===== src/rtl/tick_timer_pkg.sv =====
package tick_timer_pkg;
  localparam int unsigned DEF_DIV  = 28;
  localparam int unsigned DEF_CW   = 16;
  localparam int unsigned BUS_AW   = 8;
  localparam int unsigned BUS_DW   = 8;
  localparam logic [7:0]  DEF_BASE = 8'hE6;

  // register width for a counter running 0 .. n-1
  function automatic int unsigned mod_width(input int unsigned n);
    return (n < 2) ? 1 : $clog2(n);
  endfunction
endpackage


===== src/rtl/tick_prescaler.sv =====
module tick_prescaler #(
  parameter int unsigned DIV = tick_timer_pkg::DEF_DIV,
  parameter int unsigned PW  = tick_timer_pkg::mod_width(DIV)
) (
  input  logic          clk,
  input  logic          rst_n,
  input  logic          clr,
  output logic          tick,
  output logic [PW-1:0] pre_q
);
  localparam logic [PW-1:0] LAST = PW'(DIV - 1);

  logic [PW-1:0] pre_d;

  always_comb begin
    tick = (pre_q == LAST);
    if (clr) begin
      pre_d = '0;
    end else if (tick) begin
      pre_d = '0;
    end else begin
      pre_d = pre_q + 1'b1;
    end
  end

  always_ff @(posedge clk or negedge rst_n) begin
    if (!rst_n) begin
      pre_q <= '0;
    end else begin
      pre_q <= pre_d;
    end
  end
endmodule


===== src/rtl/tick_counter.sv =====
module tick_counter #(
  parameter int unsigned CW = tick_timer_pkg::DEF_CW
) (
  input  logic          clk,
  input  logic          rst_n,
  input  logic          clr,
  input  logic          tick,
  output logic [CW-1:0] cnt_q
);
  logic [CW-1:0] cnt_d;

  always_comb begin
    if (clr) begin
      cnt_d = '0;
    end else if (tick) begin
      cnt_d = cnt_q + 1'b1;
    end else begin
      cnt_d = cnt_q;
    end
  end

  always_ff @(posedge clk or negedge rst_n) begin
    if (!rst_n) begin
      cnt_q <= '0;
    end else begin
      cnt_q <= cnt_d;
    end
  end
endmodule


===== src/rtl/tick_port_dec.sv =====
module tick_port_dec #(
  parameter int unsigned   AW   = tick_timer_pkg::BUS_AW,
  parameter int unsigned   DW   = tick_timer_pkg::BUS_DW,
  parameter int unsigned   CW   = tick_timer_pkg::DEF_CW,
  parameter logic [AW-1:0] BASE = AW'(tick_timer_pkg::DEF_BASE)
) (
  input  logic          io_stb,
  input  logic          io_wr,
  input  logic [AW-1:0] io_addr,
  input  logic [CW-1:0] cnt,
  output logic          clr,
  output logic [DW-1:0] rdata
);
  localparam int unsigned NLANE = (CW + DW - 1) / DW;
  localparam int unsigned PADW  = NLANE * DW;

  logic [PADW-1:0]           cnt_pad;
  logic [NLANE-1:0]          hit;
  logic [NLANE-1:0][DW-1:0]  lane;

  assign cnt_pad = PADW'(cnt);
  assign clr     = io_stb & io_wr & (io_addr == BASE);

  for (genvar i = 0; i < NLANE; i++) begin : g_lane
    localparam logic [AW-1:0] LANE_ADDR = AW'(BASE + i);
    assign hit[i]  = io_stb & ~io_wr & (io_addr == LANE_ADDR);
    assign lane[i] = hit[i] ? cnt_pad[i*DW +: DW] : '0;
  end

  always_comb begin
    rdata = '0;
    for (int i = 0; i < NLANE; i++) begin
      rdata = rdata | lane[i];
    end
  end
endmodule


===== src/rtl/tick_timer.sv =====
module tick_timer #(
  parameter int unsigned   DIV  = tick_timer_pkg::DEF_DIV,
  parameter int unsigned   CW   = tick_timer_pkg::DEF_CW,
  parameter int unsigned   AW   = tick_timer_pkg::BUS_AW,
  parameter int unsigned   DW   = tick_timer_pkg::BUS_DW,
  parameter logic [AW-1:0] BASE = AW'(tick_timer_pkg::DEF_BASE)
) (
  input  logic          clk,
  input  logic          rst_n,
  input  logic          io_stb,
  input  logic          io_wr,
  input  logic [AW-1:0] io_addr,
  input  logic [DW-1:0] io_wdata,
  output logic [DW-1:0] io_rdata
);
  localparam int unsigned PW = tick_timer_pkg::mod_width(DIV);

  logic          clr;
  logic          tick;
  logic [PW-1:0] pre_q;
  logic [CW-1:0] cnt_q;

  tick_port_dec #(.AW(AW), .DW(DW), .CW(CW), .BASE(BASE)) u_dec (
    .io_stb (io_stb),
    .io_wr  (io_wr),
    .io_addr(io_addr),
    .cnt    (cnt_q),
    .clr    (clr),
    .rdata  (io_rdata)
  );

  tick_prescaler #(.DIV(DIV), .PW(PW)) u_pre (
    .clk  (clk),
    .rst_n(rst_n),
    .clr  (clr),
    .tick (tick),
    .pre_q(pre_q)
  );

  tick_counter #(.CW(CW)) u_cnt (
    .clk  (clk),
    .rst_n(rst_n),
    .clr  (clr),
    .tick (tick),
    .cnt_q(cnt_q)
  );
endmodule


===== config.mk =====
export PLATFORM = sky130hd
export DESIGN_NAME = tick_timer
export DESIGN_NICKNAME = d
export VERILOG_FILES = /design/src/rtl/tick_timer_pkg.sv /design/src/rtl/tick_prescaler.sv /design/src/rtl/tick_counter.sv /design/src/rtl/tick_port_dec.sv /design/src/rtl/tick_timer.sv
export SDC_FILE = /design/constraint.sdc
export NUM_CORES = 1
export LEC_CHECK = 0
export ABC_AREA = 1
export ABC_CLOCK_PERIOD_IN_PS = 1350
export BUFFER_PORTS_ARGS = -buffer_cell sky130_fd_sc_hd__buf_2
export CORE_UTILIZATION = 45
export CTS_BUF_LIST = sky130_fd_sc_hd__clkbuf_8
export DETAILED_ROUTE_END_ITERATION = 6
export GPL_ROUTABILITY_DRIVEN = 0
export MAX_ROUTING_LAYER = met4
export PLACE_DENSITY = 0.78
export SYNTH_ARGS = -nofsm -noshare
export SYNTH_HDL_FRONTEND = slang
export SYNTH_SLANG_ARGS = --single-unit

===== constraint.sdc =====
create_clock -name clk -period 1.35 [get_ports clk]
set_input_delay 0.27 -clock clk [delete_from_list [all_inputs] [get_ports clk]]
set_output_delay 0.27 -clock clk [all_outputs]
set_load 0.005 [all_outputs]

; ---- Yosys cells after proc, flatten, opt, wreduce, memory -nomap -nowiden
; Cells that the tools add are included.
[totals]
register_bits = 21
in_bits = 20
[op_classes]
n_addsub = 2
eq_ne = 3
n_mux = 6
bitwise_logic = 7
n_reduce_logical = 1
[ops]
columns = cell, n
row1 = $mux 16, 2
row2 = $add 16x1->16 const B, 1
row3 = $eq 8x8->1 const B, 2
row4 = $mux 8, 2
row5 = $mux 5, 2
row6 = $or 8x8->8, 1
row7 = $add 5x1->5 const B, 1
row8 = $and 1x1->1, 5
row9 = $eq 5x5->1 const B, 1
row10 = $reduce_bool 2->1, 1
row11 = $not 1->1, 1

; ---- Longest topological paths before layout
[depth]
depth_word = 5
depth_mapped = 9
mapped_depth_nobuf = 9

; ---- By module
; Synthesis repeated with hierarchy kept, for this count alone.
[unflattened]
hier_cells = 201
hier_area_um2 = 1447.6
[modules_own_cells]
columns = module, instances, cells_each, area_per_inst_um2, seq_area_each_um2
row1 = tick_counter, 1, 129, 923.4, 400.4
row2 = tick_port_dec, 1, 42, 279.0, 0.0
row3 = tick_prescaler, 1, 30, 245.2, 125.1

; ---- Worst setup path before layout
; No wires, ideal clock.
[synth_timing]
path_type = reg2reg
from = register u_pre.pre_q[0]
to = register u_cnt.cnt_q[5]
setup_time_ns = 0.117
arrival_ns = 1.180
path_slack_ns = 0.053
path_stages_with_launch = 9
synth_period_minus_slack_ns = 1.297
path_cell_list = dfrtp_1 ha_1 inv_1 nor2_2 nand2_2 nor2_1 nand2_1 o21ai_2 nor2_1
[synth_via]
elab_chain_len = 2
[synth_lines]
columns = item, line_no
row1 = from (decl), tick_prescaler.sv:9  ; output logic [PW-1:0] pre_q
row2 = from (signal assigned), tick_prescaler.sv:30  ; pre_q <= pre_d;
row3 = $eq 5x5->1, tick_prescaler.sv:16  ; tick = (pre_q == LAST);
row4 = $reduce_bool 2->1 (no line), --
row5 = to (signal assigned), tick_counter.sv:26  ; cnt_q <= cnt_d;
row6 = to (decl), tick_counter.sv:8  ; output logic [CW-1:0] cnt_q
; Every way passes these cells.
; A chain may end at the register's enable or synchronous reset.

; ---- Worst setup path in the final report
[layout_timing]
from = input port io_addr[4]
to = output port io_rdata[3]
[layout_via]
elab_chain_len = 4
word_cells_on_any_way = 7
classes_between = eq/ne (2) / mux (2) / bitwise (3)
[layout_lines]
columns = item, line_no
row1 = from (decl), tick_timer.sv:12  ; input logic [AW-1:0] io_addr,
row2 = $eq 8x8->1, tick_port_dec.sv:26  ; assign hit[i] = io_stb & ~io_wr & (io_addr == LANE_ADDR);
row3 = $and 1x1->1, tick_port_dec.sv:26
row4 = $mux 8, tick_port_dec.sv:27  ; assign lane[i] = hit[i] ? cnt_pad[i*DW +: DW] : '0;
row5 = $or 8x8->8 *, tick_port_dec.sv:33  ; rdata = rdata | lane[i];
row6 = to (decl), tick_timer.sv:14  ; output logic [DW-1:0] io_rdata
; Mark *: on every way between the ends. The rest lies on a longest branch, timed or not.

==> metrics.txt <==
Rel. slew slack 0.681; Critical Path Fanout Max 9; clk_lat worst skew 270 ps; Num CTS Buffers 3; post-route cell area 1890 um^2; startpoint types primary input; post-synthesis net count 218; Top FF cell, synth dfrtp_1; Worst EP arrival 1170 ps; Final Cycle Share 1.06; Tot Pwr 2010 uW; Final setup viols 4; CTS Sinks 21; initial drt markers 74; synth warn 0; status complete, but fails checks; Cells after Synth 196; worst slack, placed -68.2 ps; Die H 57.1 um; Worst VDD drop 1.15 mV; Core Box Area 2810 um^2; standard-cell rows 19; final hold vios 0; Area growth syn-to-layout 38.8%; Boundary Pins 28; DR WL/cell 13.2 um; mapped cell area 1370 um^2; Required @ worst endpoint 1080 ps; Initial DRT Pass Iterations 7; Max Transition Viols Final 0; first-pass GRT wire length 5490 um; RSZ-0062 raised after global routing true; # fillers 231; worst-case clock buffer depth 2; Post-DRT Antenna Nets 0; ANT cells 0; Final Non-Filler Cells 266; vias in the first global route 1,332; slack of the critical path -85.6 ps; Post-synth EDFFs 0; layout cells sized above 1 0.379; I/O Buffers 19; failing checks DRC, setup timing; Die Area 3260 um^2; maxcap violations 0; Worst Setup End Kind output port; WL final 3520 um; PD cells 1060 nW/um^2; CTS tree yes; Inst Count DP 256; HP Class in2async; DRC viols 6; All-Layer GR Usage 0.221; crit path time final 1440 ps; total gr overflow 0; fmax 697 MHz; initial antenna violation count 0; NumNets Final 258; Post-DP Area 1590 um^2; die width 57.1 um; clock root cell clkbuf_8; Worst-path clk slew 80 ps; Post-DP HPWL 2210 um; Distinct cells, synth 21; worst setup path category in2out; via count 1,445; Syn Area/Cell 6.96 um^2; largest net degree at the start of global routing 22; TNS Setup -206 ps; Max H-tree Level 1; clk_skew 3.08 ps; worst slew pin tran 478 ps; vias per inst 5.43; leakage 0.000950 uW; starting density of the core 0.487; Async SR Flop Fraction 1.00; post-synthesis register bit count 21; post-synthesis sequential area ratio 0.385
[routing by layer]
metal,routed length (um),vias up,global-route usage
met2,1750,62,0.375
li1,-,693,-
met3,223,12,0.0249
met4,65,0,0.0871
met5,0,-,-
met1,1480,678,0.271
[synthesized netlist by cell type, types with 3 or more instances]
cell,n,area share
dfrtp_1,21,0.38
inv_1,32,0.088
nand2_1,49,0.13
nand4_1,9,0.041
nand3_1,12,0.044
nor2_2,3,0.014
o21ai_0,10,0.037
xor2_1,3,0.019
nor2_1,35,0.096
nor3_1,4,0.015
[sequential cells by signal, indices dropped and copies added (netlist names)]
name	count
u_pre.pre_q	5
u_cnt.cnt_q	16
[cells in the final DEF, fill, tap and decap left out, drive strengths merged]
cell type	Yosys	layout
nor3	6	6
a21oi	1	1
a21o	1	1
ha	2	2
xor2	3	3
dlygate4sd3	0	1
dfrtp	21	21
clkbuf	0	3
clkinv	0	1
buf	3	37
nand2	51	51
nand3	14	14
o211ai	1	1
o21ai	14	14
nand4	9	9
nor2	38	38
inv	32	32
[worst paths after layout]
| kind | cells after the start | startpoint | slack [ps] | to |
|---|---|---|---|---|
| setup / recovery | 6 | io_addr[4] | -90 | io_rdata[3] |
| hold / removal | 2 | rst_n | 490 | u_pre.pre_q[2]$_DFF_PN0_ |
| setup reg to reg | 8 | u_pre.pre_q[0]$_DFF_PN0_ | 20 | u_cnt.cnt_q[4]$_DFFE_PN0P_ |
| hold reg to reg | 3 | u_cnt.cnt_q[13]$_DFFE_PN0P_ | 570 | u_cnt.cnt_q[13]$_DFFE_PN0P_ |
| max in group asynchronous | 2 | rst_n | 510 | u_cnt.cnt_q[3]$_DFFE_PN0P_ |
| min in group clk | 3 | u_cnt.cnt_q[13]$_DFFE_PN0P_ | 570 | u_cnt.cnt_q[13]$_DFFE_PN0P_ |
[where the power goes]
| part | internal [uW] | switching [uW] | total, uW |
|---|---|---|---|
| combinational | 370 | 395 | 765 |
| clock | 206 | 217 | 423 |
| sequential | 731 | 91.8 | 823 |
| total | 1310 | 704 | 2010 |
[what timing repair did]
action | in CTS | in global routing
hold buffers | 1 | 0
pin swaps | 3 | 15
setup buffers | 1 | 4
resized for setup | 16 | 51
endpoints found under the hold margin | 21 | 0
setup endpoints to repair | 16 | 24
[area by class of cell]
type / count / area [um^2] / area share
clock buffer: 3 / 41.3 / 0.0218
multi-input combinational: 140 / 853 / 0.450
tap: 31 / 38.8 / 0.0205
inverter: 32 / 123 / 0.0647
sequential: 21 / 528 / 0.279
clock inverter: 1 / 5.00 / 0.00264
timing repair buffer: 38 / 305 / 0.161
[per-stage QoR]
step	utilization	hold slack [ps]
after floorplan	-	-25.6
after global placement	0.567	249
after detailed placement	0.567	251
after CTS	0.606	497
after global routing	0.675	542
final	0.675	488
[cell families (layout without fill, tap and decap cells)]
kind of cell,count (synthesis),in the layout,share of synthesized area
adder cells (fa/ha/maj),2,2,0.0183
buffers and inverters,35,74,0.110
flip-flops,21,21,0.385
AND/OR/NAND/NOR,118,118,0.392
AO/OA/AOI/OAI,17,17,0.0752
XOR/XNOR,3,3,0.0193
[worst max-delay path, stage by stage]
cell and delay (ps):
buf_6 100, nor3_4 240, buf_6 170, nand4_1 120
o21ai_1 130, buf_2 140
Note: power is estimated with default switching activity, not from simulation.
